File: src/rtl/timer_clk_pkg.sv
package timer_clk_pkg;

  typedef enum logic [2:0] {
    SRC_OFF      = 3'b000,
    SRC_DIV1     = 3'b001,
    SRC_DIV8     = 3'b010,
    SRC_DIV64    = 3'b011,
    SRC_DIV256   = 3'b100,
    SRC_DIV1024  = 3'b101,
    SRC_PIN_FALL = 3'b110,
    SRC_PIN_RISE = 3'b111
  } src_sel_e;

  localparam int unsigned NUM_TAPS = 4;

  // log2 of each divided tap, in select-code order
  function automatic int unsigned tap_shift(input int unsigned idx);
    case (idx)
      0:       return 3;
      1:       return 6;
      2:       return 8;
      default: return 10;
    endcase
  endfunction

endpackage

File: src/rtl/timer_clk_prescaler.sv
module timer_clk_prescaler
  import timer_clk_pkg::*;
#(
  parameter int unsigned PRESC_W = 10
) (
  input  logic                clk_i,
  input  logic                rst_ni,
  output logic [NUM_TAPS-1:0] tap_o
);

  logic [PRESC_W-1:0] cnt_q;

  always_ff @(posedge clk_i or negedge rst_ni) begin
    if (!rst_ni) cnt_q <= '0;
    else         cnt_q <= cnt_q + 1'b1;
  end

  for (genvar g = 0; g < NUM_TAPS; g++) begin : g_tap
    localparam int unsigned SH = (tap_shift(g) > PRESC_W) ? PRESC_W : tap_shift(g);
    assign tap_o[g] = (cnt_q[SH-1:0] == '0);
  end

endmodule

File: src/rtl/timer_clk_pin_edge.sv
module timer_clk_pin_edge #(
  parameter int unsigned SYNC_STAGES = 2
) (
  input  logic clk_i,
  input  logic rst_ni,
  input  logic pin_i,
  output logic rise_o,
  output logic fall_o
);

  logic [SYNC_STAGES-1:0] sync_q;
  logic                   prev_q;

  always_ff @(posedge clk_i or negedge rst_ni) begin
    if (!rst_ni) begin
      sync_q <= '0;
      prev_q <= 1'b0;
    end else begin
      sync_q <= {sync_q[SYNC_STAGES-2:0], pin_i};
      prev_q <= sync_q[SYNC_STAGES-1];
    end
  end

  assign rise_o =  sync_q[SYNC_STAGES-1] & ~prev_q;
  assign fall_o = ~sync_q[SYNC_STAGES-1] &  prev_q;

endmodule

File: src/rtl/timer_clk_src_mux.sv
module timer_clk_src_mux
  import timer_clk_pkg::*;
(
  input  logic [2:0]          sel_i,
  input  logic [NUM_TAPS-1:0] tap_i,
  input  logic                rise_i,
  input  logic                fall_i,
  output logic                en_o
);

  always_comb begin
    unique case (src_sel_e'(sel_i))
      SRC_OFF:      en_o = 1'b0;
      SRC_DIV1:     en_o = 1'b1;
      SRC_DIV8:     en_o = tap_i[0];
      SRC_DIV64:    en_o = tap_i[1];
      SRC_DIV256:   en_o = tap_i[2];
      SRC_DIV1024:  en_o = tap_i[3];
      SRC_PIN_FALL: en_o = fall_i;
      SRC_PIN_RISE: en_o = rise_i;
      default:      en_o = 1'b0;
    endcase
  end

endmodule

File: src/rtl/timer_clk_sel.sv
module timer_clk_sel
  import timer_clk_pkg::*;
#(
  parameter int unsigned PRESC_W = 10
) (
  input  logic       clk_i,
  input  logic       rst_ni,
  input  logic [2:0] sel_i,
  input  logic       pin_i,
  output logic       tick_o
);

  logic [NUM_TAPS-1:0] tap;
  logic                rise, fall, en_d, tick_q;

  timer_clk_prescaler #(.PRESC_W(PRESC_W)) u_presc (
    .clk_i  (clk_i),
    .rst_ni (rst_ni),
    .tap_o  (tap)
  );

  timer_clk_pin_edge #(.SYNC_STAGES(2)) u_pin (
    .clk_i  (clk_i),
    .rst_ni (rst_ni),
    .pin_i  (pin_i),
    .rise_o (rise),
    .fall_o (fall)
  );

  timer_clk_src_mux u_mux (
    .sel_i  (sel_i),
    .tap_i  (tap),
    .rise_i (rise),
    .fall_i (fall),
    .en_o   (en_d)
  );

  always_ff @(posedge clk_i or negedge rst_ni) begin
    if (!rst_ni) tick_q <= 1'b0;
    else         tick_q <= en_d;
  end

  assign tick_o = tick_q;

endmodule

File: config.mk
export PLATFORM = sky130hd
export DESIGN_NAME = timer_clk_sel
export DESIGN_NICKNAME = d
export VERILOG_FILES = /design/src/rtl/timer_clk_pkg.sv /design/src/rtl/timer_clk_prescaler.sv /design/src/rtl/timer_clk_pin_edge.sv /design/src/rtl/timer_clk_src_mux.sv /design/src/rtl/timer_clk_sel.sv
export SDC_FILE = /design/constraint.sdc
export NUM_CORES = 1
export LEC_CHECK = 0
export CORE_MARGIN = 2
export CORE_UTILIZATION = 45
export DETAILED_ROUTE_END_ITERATION = 12
export HOLD_SLACK_MARGIN = 0.05
export PLACE_DENSITY_LB_ADDON = 0.12
export SETUP_SLACK_MARGIN = 0.3
export SYNTH_ARGS = -nofsm -noshare
export SYNTH_HDL_FRONTEND = slang
export SYNTH_SLANG_ARGS = --single-unit
File: constraint.sdc
create_clock -name clk_i -period 3.3 [get_ports clk_i]
set_input_delay 0.33 -clock clk_i [delete_from_list [all_inputs] [get_ports clk_i]]
set_output_delay 0.33 -clock clk_i [all_outputs]
set_load 0.1 [all_outputs]
Word-level counts from Yosys, hierarchy flattened:

Index checks and enable logic that the tools add are counted.

* $add $sub $neg: 1
* eq/ne operators: 7
* muxes and demuxes: 1
* bitwise logic cells: 4
* reductions and logical operators: 5

Operators by type and width (number)
* $eq A3 B3 Y1 const B: 4
* $add A10 B1 Y10 const B: 1
* $logic_not A10 Y1: 1
* $logic_not A8 Y1: 1
* $pmux W1 S8: 1
* $eq A3 B2 Y1 const B: 2
* $logic_not A3 Y1: 2
* $logic_not A6 Y1: 1
* $eq A3 B1 Y1 const B: 1
* $and A1 B1 Y1: 2
* $not A1 Y1: 2

* bits in registers: 14
* input port bits: 6
* output and inout bits: 1
* logic and storage cells: 22

Logic depth before layout (Yosys ltp):

Gate-level depths: netlist (run 1).

* word-level depth: 3
* mapped depth: 4
* depth with buffers taken out: 4

Cells and area by module:

From an unflattened synthesis (run 1), not the netlist that was laid out.

* cell total of the unflattened synthesis: 49
* area total of the unflattened synthesis: 638.1 µm²

By module, submodules not included
* timer_clk_prescaler: times used 1, cells each 38, area an instance 462.9 µm², seq. area each 250.2 µm²
* timer_clk_pin_edge: times used 1, cells each 5, area an instance 90.1 µm², seq. area each 75.1 µm²
* timer_clk_src_mux: times used 1, cells each 5, area an instance 60.1 µm², seq. area each 0.0 µm²
* timer_clk_sel: times used 1, cells each 1, area an instance 25.0 µm², seq. area each 25.0 µm²

Least setup slack after synthesis (run 1):

No wires, ideal clock.

* kind: register -> output
* start point: register tick_q, in the netlist tick_o
* end point: output port tick_o
* arrival time: 0.883 ns
* data required time: 2.970 ns
* setup slack: 2.087 ns
* stages on the path, launching flop included: 1
* path buffers: 0
* path through: dfrtp_1

RTL lines
* start: declaration: line timer_clk_sel.sv:14 `logic rise, fall, en_d, tick_q;`
* start signal: assignment: line timer_clk_sel.sv:40 `else tick_q <= en_d;`
* end: declaration: line timer_clk_sel.sv:10 `output logic tick_o`

No word-level cell between the ends.

Worst setup path in the final report (run 1):

* start point: register tick_q, in the netlist tick_o
* end point: output port tick_o

No word-level cell between the ends.

==> reports/metrics.cfg, run 1 <==
[sta]
rsz0062_at_grt = no
setup-violations-final = 0
fin_worst_skew_ns = 0.0006525
report.final.slew_viol_count = 0
tightestPinTransition_ns = 0.9639
finalCritPeriodShare = 0.6205
hold_viol_final = 0
slew_headroom = 0.3554
worst_slack_ns = 1.252
finalCriticalPeriod_ns = 2.048
fmax_mhz = 488.4
setup_tns_ns = 0

[global_routing]
grt_pass1_wl_mm = 1.669
grt_pass1_vias = 400
grt_max_degree = 15
antenna_found_initial = 0
track_usage = 0.1613
overflow = 0

[die]
fp.coreArea_um2 = 1269
fp.dieH_um = 40.46
initial_utilization = 0.4714
ios = 7
die-area_um2 = 1637
row_count = 13
die_x_um = 40.46

[clock_network]
holdBufCountCts = 0
clockBufferDepth = 2
htree_num_levels = 1
numCtsBuffers = 3
root_buffer = clkbuf_4
postCtsSetupBuffers = 0
clock-sinks = 14
path_clk_slew_ns = 0.08
cts_tree = built
worstSkewPairLatency_ns = 0.27
cts-resized-gates = 0

[run]
max_cap_violations = 0

[placement]
hpwl_um = 697.8
globalplace.congestion = 0.7890
io_buffers = 6
dpl.cell_count = 71
pre_cts_ws_ns = 1.545

[final_layout]
final_common_cell = dfrtp_1
diodes = 0
synthToLayoutAreaGrowth_pct = 19.25
nNetsFinal = 69
most-common-layout-cells = 14 x dfrtp_1, 6 x xnor2_1, 6 x clkdlybuf4s50_1
fin_cells = 75
drive_gt1_frac = 0.1000

[drt]
drtAntennaViolNets = 0
vias = 387
drtIter0Drc = 3
drt_wl_total_um = 958
drc = 0
first_pass_iters = 2
avgViaCountPerCell = 5.160
post_drt_wl_per_cell_um = 12.77

[worst_setup_path]
crit_chain = clkdlybuf4s50_1
critical_path.max_fanout = 1
max_stage_delay_ns = 1.12
crit_buf_inv = 1
worstSetupEndpointType = output port
crit_type = reg2out
worstPathRequired_ns = 2.97
start_kind = flop
cpMaxStageDelayCell = clkdlybuf4s50_1
crit_family = buffers and inverters
cp.arrival_ns = 1.72

[logic_synthesis]
ys_seq_area_frac = 0.5858
synth_edf_count = 0
syn_avg_cell_area_um2 = 11.96
synth_area_leaders = dfrtp_1 59%, xnor2_1 8.8%, ha_1 4.2%, inv_1 3.1%, xor2_1 2.9%
synth_flop_cell = dfrtp_1
async_flop_share = 1.000
ys_warn_count = 0
synth-seq-cells = 14
syn-num-nets = 58
yosysTopAreaCell = dfrtp_1
synth_top_area_frac = 0.5858
netlist_area_um2 = 598.1
synth.distinct_cells = 20
postSynthCellCount = 50

[pwr]
irDropWorstVdd_mv = 0.2642
power_density_nw_per_um2 = 446.6
p_total_uw = 318.5
p_leak_nw = 0.3006

[run_status]
status = complete, no violations

[worst_hold_path]
hold_path_class = reg2reg

[cell type report]
type	instances	area [µm²]
flip-flops and latches	14	350.3
multi-input cells	31	229.0
inverters	5	18.77
fillers	109	555.5
repair buffers	6	60.06
clock buffers	4	36.28
well taps	15	18.77
[power breakdown]
group | internal [mW] | leakage [nW] | total [mW] | switching (mW)
sequential | 0.174 | 0.172 | 0.175 | 0.00114
combinational | 0.00931 | 0.107 | 0.0246 | 0.0153
clock | 0.0670 | 0.0210 | 0.119 | 0.0515
total | 0.251 | 0.301 | 0.318 | 0.0679
[path summary, 6_finish.rpt]
check                                 startpoint               end  cells after the start  slack [ns]
worst max-delay path                      tick_o            tick_o                      1        1.25
worst min-delay path             u_pin.sync_q[0]   u_pin.sync_q[1]                      0        0.35
worst max register to register  u_presc.cnt_q[1]  u_presc.cnt_q[6]                      4        2.02
worst min register to register   u_pin.sync_q[0]   u_pin.sync_q[1]                      0        0.35
max in group asynchronous                 rst_ni  u_presc.cnt_q[8]                      1        2.48
min in group asynchronous                 rst_ni  u_presc.cnt_q[6]                      1        0.43
[cell usage after synthesis, types with 2 or more instances]
master / number
nor3_1: 2
nand4_1: 2
nand2_1: 2
xnor2_1: 6
ha_1: 2
xor2_1: 2
nor2_1: 2
inv_1: 5
dfrtp_1: 14
nand3_1: 3
[metal layers]
metal | routed length [µm] | share of wire | global-route usage | vias to the layer above
li1 | - | - | - | 193
met1 | 445 | 0.46 | 0.1923 | 186
met5 | 0 | 0 | 0 | -
met4 | 7 | 0.0073 | 0.07500 | 0
met2 | 461 | 0.48 | 0.2619 | 6
met3 | 44 | 0.046 | 0.05000 | 2
[logic make-up after synthesis]
family | Yosys count | share of synthesized area
buffers and inverters | 5 | 0.03138
flip-flops | 14 | 0.5858
XOR/XNOR | 8 | 0.1172
AND/OR/NAND/NOR | 16 | 0.1632
adder cells (fa/ha/maj) | 2 | 0.04183
AO/OA/AOI/OAI | 5 | 0.06068
[flip-flops by register name, indices dropped and copies added, names as in the netlist]
name and flops:
u_presc.cnt_q 10, tick_o 1, u_pin.prev_q 1, u_pin.sync_q 2
[through the flow]
stage	hold WS [ns]	utilization	area, µm²
floorplan	0.03441	-	598.1
global route	0.3621	0.5621	713.2
CTS	0.3539	0.5621	713.2
global placement	0.3336	0.5335	676.9
finish	0.3530	0.5621	713.2
detailed placement	0.3355	0.5335	676.9
Note: power is estimated with default switching activity, not from simulation.
==> run 2: changes to the inputs <==
==> constraint.sdc (replaced) <==
create_clock -name clk_i -period 2.09 [get_ports clk_i]
set_input_delay 0.209 -clock clk_i [delete_from_list [all_inputs] [get_ports clk_i]]
set_output_delay 0.209 -clock clk_i [all_outputs]
set_load 0.1 [all_outputs]
==> reports/metrics.cfg, run 2 (synthesis results as in run 1) <==
[clock_network]
numCtsBuffers = 3
htree_num_levels = 1
cts_tree = built
root_buffer = clkbuf_4
clockBufferDepth = 2
cts-resized-gates = 0
clock-sinks = 14
postCtsSetupBuffers = 0
holdBufCountCts = 0
path_clk_slew_ns = 0.07
worstSkewPairLatency_ns = 0.27

[drt]
drt_wl_total_mm = 1.134
wl_met2_um = 610
avgViaCountPerCell = 5.878
drc = 0
first_pass_iters = 2
drtIter0Drc = 3
met1_length_um = 451
drtAntennaViolNets = 0
top_layer_used = met4
vias = 435
post_drt_wl_per_cell_um = 15.32
met3_length_um = 61

[final_layout]
largest_register_ffs = 10
regArea_um2 = 350.3
multi_input_area_um2 = 229.0
drive_gt1_frac = 0.1017
post-route-cell-area_um2 = 696.9
final_common_cell = dfrtp_1
synthToLayoutAreaGrowth_pct = 16.53
most-common-layout-cells = 14 x dfrtp_1, 6 x xnor2_1, 5 x inv_1, 5 x clkdlybuf4s50_1
diodes = 0
nNetsFinal = 69
reg_top3 = u_presc.cnt_q (10), u_pin.sync_q (2)
fin_cells = 74
fillers = 113
largest-register = u_presc.cnt_q

[sta]
setup_tns_ns = 0
tightestPinTransition_ns = 0.6263
hold_viol_final = 0
slew_headroom = 0.5812
rsz0062_at_grt = no
finalCriticalPeriod_ns = 1.297
fmax_mhz = 771.3
setup-violations-final = 0
worst_slack_ns = 0.7935
report.final.slew_viol_count = 0
finalCritPeriodShare = 0.6204
fin_worst_skew_ns = 0.003221

[worst_setup_path]
worstSetupEndpointType = flop
crit_buf_inv = 0
setup.worst_path.start = u_presc.cnt_q[1]
cpMaxStageDelayCell = dfrtp_1
crit_chain = ha_1, nand2_1, or3_1, xnor2_1
crit_family = simple AND/OR/NAND/NOR gates
r2r_slack_ns = 0.79
worstPathRequired_ns = 2.25
max_stage_delay_ns = 0.40
r2r-end = u_presc.cnt_q[6]
reg2reg_depth = 4
cp.arrival_ns = 1.46
start_kind = flop
r2r_start = u_presc.cnt_q[1]
critical_path.max_fanout = 3
crit_type = reg2reg

[die]
row_count = 13
fp.dieH_um = 40.46
initial_utilization = 0.4714
die-area_um2 = 1637
fp.coreArea_um2 = 1269
ios = 7
die_x_um = 40.46

[placement]
globalplace.congestion = 0.7456
dpl.cell_count = 71
io_buffers = 6
pre_cts_ws_ns = 0.5279
post_dp_cell_area_um2 = 674.4
hpwl_um = 861.1

[pwr]
p_switching_uw = 102.6
power_density_nw_per_um2 = 658.1
p_leak_nw = 0.2946
combPwrFrac = 0.086
swShare = 0.2237
irDropWorstVdd_mv = 0.4751
clkPwrFrac = 0.310
internal-power_uw = 356.0
p_seq_frac = 0.604

[global_routing]
track_usage = 0.1789
grt_pass1_wl_mm = 1.821
antenna_found_initial = 0
overflow = 0
grt_pass1_vias = 455
grt_max_degree = 15

[worst_hold_path]
hold_path_class = in2async

[run_status]
status = complete, no violations

[run]
max_cap_violations = 0

==> run 2: how the worst max path moves through the flow <==
| stage | depth (start not counted) | end | slack (ns) |
|---|---|---|---|
| after floorplan | 4 | u_presc.cnt_q[6] | 0.91 |
| after global placement | 4 | tick_o | 0.69 |
| after detailed placement | 5 | tick_o | 0.53 |
| after CTS | 4 | tick_o | 0.79 |
| after global routing | 4 | tick_o | 0.71 |
| final | 4 | u_presc.cnt_q[6] | 0.79 |
==> run 2: power by group through the flow <==
stage	clock, mW	combinational (mW)	sequential [mW]
2_1_floorplan	0	0.00533	0.295
3_3_place_gp	0	0.0374	0.282
3_5_place_dp	0	0.0398	0.283
4_1_cts	0.149	0.0399	0.277
5_1_grt	0.163	0.0424	0.278
6_report	0.142	0.0394	0.277
==> run 2: per-layer routing <==
layer | vias to the layer above | track usage
met3 | 2 | 0.05556
li1 | 196 | -
met2 | 11 | 0.3016
met1 | 226 | 0.1860
met5 | - | 0
met4 | 0 | 0.1250
==> run 2: area by class of cell <==
cell class,count,area share
Inverter,5,0.02693
Sequential cell,14,0.5027
Timing Repair Buffer,6,0.08259
Multi-Input combinational cell,31,0.3285
Clock buffer,3,0.03232
Tap cell,15,0.02693
==> run 2: metrics by stage <==
| stage | power, mW | util | hold slack (ns) |
|---|---|---|---|
| 2_1_floorplan | 0.3003 | - | -0.08659 |
| 3_3_place_gp | 0.3197 | 0.5316 | 0.3325 |
| 3_5_place_dp | 0.3224 | 0.5316 | 0.3471 |
| 4_1_cts | 0.4665 | 0.5493 | 0.3352 |
| 5_1_grt | 0.4836 | 0.5493 | 0.3607 |
| 6_report | 0.4586 | 0.5493 | 0.3242 |
==> run 3: changes to the inputs <==
==> constraint.sdc (replaced) <==
create_clock -name clk_i -period 1.28 [get_ports clk_i]
set_input_delay 0.128 -clock clk_i [delete_from_list [all_inputs] [get_ports clk_i]]
set_output_delay 0.128 -clock clk_i [all_outputs]
set_load 0.1 [all_outputs]
==> reports/metrics.cfg, run 3 (synthesis results as in run 1) <==
[pwr]
power_density_nw_per_um2 = 995.4
p_seq_frac = 0.538
internal-power_uw = 658.7
p_leak_nw = 0.3817
combPwrFrac = 0.093
clkPwrFrac = 0.369
p_switching_uw = 187.0
swShare = 0.2211
irDropWorstVdd_mv = 0.7291
p_total_uw = 845.7

[clock_network]
path_clk_slew_ns = 0.08
holdBufCountCts = 0
numCtsBuffers = 3
clock-sinks = 14
root_buffer = clkbuf_4
worstSkewPairLatency_ns = 0.27
htree_num_levels = 1
cts_tree = built
clockBufferDepth = 2

[final_layout]
largest-register = u_presc.cnt_q
regArea_um2 = 351.6
most-common-layout-cells = 13 x dfrtp_1, 6 x xnor2_1, 5 x clkdlybuf4s50_1, 5 x buf_4, 4 x inv_1
synthToLayoutAreaGrowth_pct = 42.05
fin_cells = 82
largest_register_ffs = 10
reg_top3 = u_presc.cnt_q (10), u_pin.sync_q (2)
final_util = 0.6696
multi_input_area_um2 = 294.0
drive_gt1_frac = 0.3881
fillers = 103
final_common_cell = dfrtp_1
nNetsFinal = 76
diodes = 0

[global_routing]
antenna_found_initial = 0
grt_pass1_vias = 449
track_usage = 0.1866
overflow = 0
grt_pass1_wl_mm = 1.890
grt_max_degree = 9

[drt]
post_drt_wl_per_cell_um = 15.79
drc = 0
avgViaCountPerCell = 5.439
drtIter0Drc = 9
drt_wl_total_mm = 1.295
vias = 446
drtAntennaViolNets = 0
first_pass_iters = 4

[worst_setup_path]
worstPathRequired_ns = 1.45
start_kind = flop
critical_path.max_fanout = 2
r2r-end = u_presc.cnt_q[6]
crit_type = reg2reg
r2r_slack_ns = 0.06
worstSetupEndpointType = flop
r2r_start = u_presc.cnt_q[0]
cp.arrival_ns = 1.39
reg2reg_depth = 4

[sta]
worst_slack_ns = 0.06253
slew_headroom = 0.7940
setup_tns_ns = 0
fin_worst_skew_ns = 0.002430
finalCriticalPeriod_ns = 1.217
hold_viol_final = 0
rsz0062_at_grt = yes
report.final.slew_viol_count = 0
tightestPinTransition_ns = 0.3080
finalCritPeriodShare = 0.9512
setup-violations-final = 0
fmax_mhz = 821.4

[die]
die_x_um = 40.46
ios = 7
fp.coreArea_um2 = 1269
die-area_um2 = 1637
initial_utilization = 0.4714
fp.dieH_um = 40.46
row_count = 13

[run]
max_cap_violations = 0

[worst_hold_path]
hold_path_class = in2async

[placement]
dpl.cell_count = 75
globalplace.congestion = 0.7251
hpwl_um = 869.2
pre_cts_ws_ns = -0.1463
io_buffers = 6

[run_status]
status = complete, no violations

[run 3: metrics by stage]
step	hold WS (ns)	instance area, µm²
finish	0.09864	849.6
global route	0.1032	849.6
CTS	0.09984	808.3
detailed placement	0.3358	723.2
global placement	0.3335	723.2
floorplan	-0.1676	604.3
[run 3: worst max-delay path by stage]
stage                      from  slack [ns]                to
6_report       u_presc.cnt_q[0]        0.06  u_presc.cnt_q[6]
5_1_grt        u_presc.cnt_q[0]        0.01            tick_o
4_1_cts        u_presc.cnt_q[1]        0.08            tick_o
3_5_place_dp           sel_i[1]       -0.15            tick_o
3_3_place_gp           sel_i[1]       -0.05            tick_o
2_1_floorplan  u_presc.cnt_q[1]        0.10  u_presc.cnt_q[6]
[run 3: worst max-delay path, stage by stage, from the launching register on]
cell and delay [ns]:
dfrtp_1 0.41, ha_4 0.18, nand2_4 0.06, or3_4 0.34, xnor2_1 0.13
[run 3: timing repair]
| action | in CTS | in global routing |
|---|---|---|
| pin swaps | 5 | 5 |
| endpoints found under the setup margin | 7 | 10 |
| buffers inserted | 3 | 0 |
| gates resized for setup | 6 | 8 |
[run 3: metal layers]
| layer | up-vias | global-route usage | routed length [µm] |
|---|---|---|---|
| li1 | 206 | - | - |
| met1 | 224 | 0.2021 | 525 |
| met2 | 12 | 0.3254 | 714 |
| met3 | 4 | 0.06667 | 45 |
| met4 | 0 | 0.07500 | 10 |
| met5 | - | 0 | 0 |
[run 3: area by class of cell]
| type | instances | share of cell area |
|---|---|---|
| Inverter | 5 | 0.02209 |
| Clock buffer | 4 | 0.04271 |
| Multi-Input combinational cell | 31 | 0.3461 |
| Timing Repair Buffer | 13 | 0.1532 |
| Sequential cell | 14 | 0.4138 |
| Tap cell | 15 | 0.02209 |
[run 3: power by group through the flow]
| stage | logic (mW) | registers, mW | clock network [mW] |
|---|---|---|---|
| after CTS | 0.0772 | 0.455 | 0.315 |
| after global placement | 0.0732 | 0.463 | 0 |
| final | 0.0786 | 0.455 | 0.312 |
| after global routing | 0.0832 | 0.456 | 0.345 |
| after floorplan | 0.00870 | 0.482 | 0 |
| after detailed placement | 0.0755 | 0.463 | 0 |
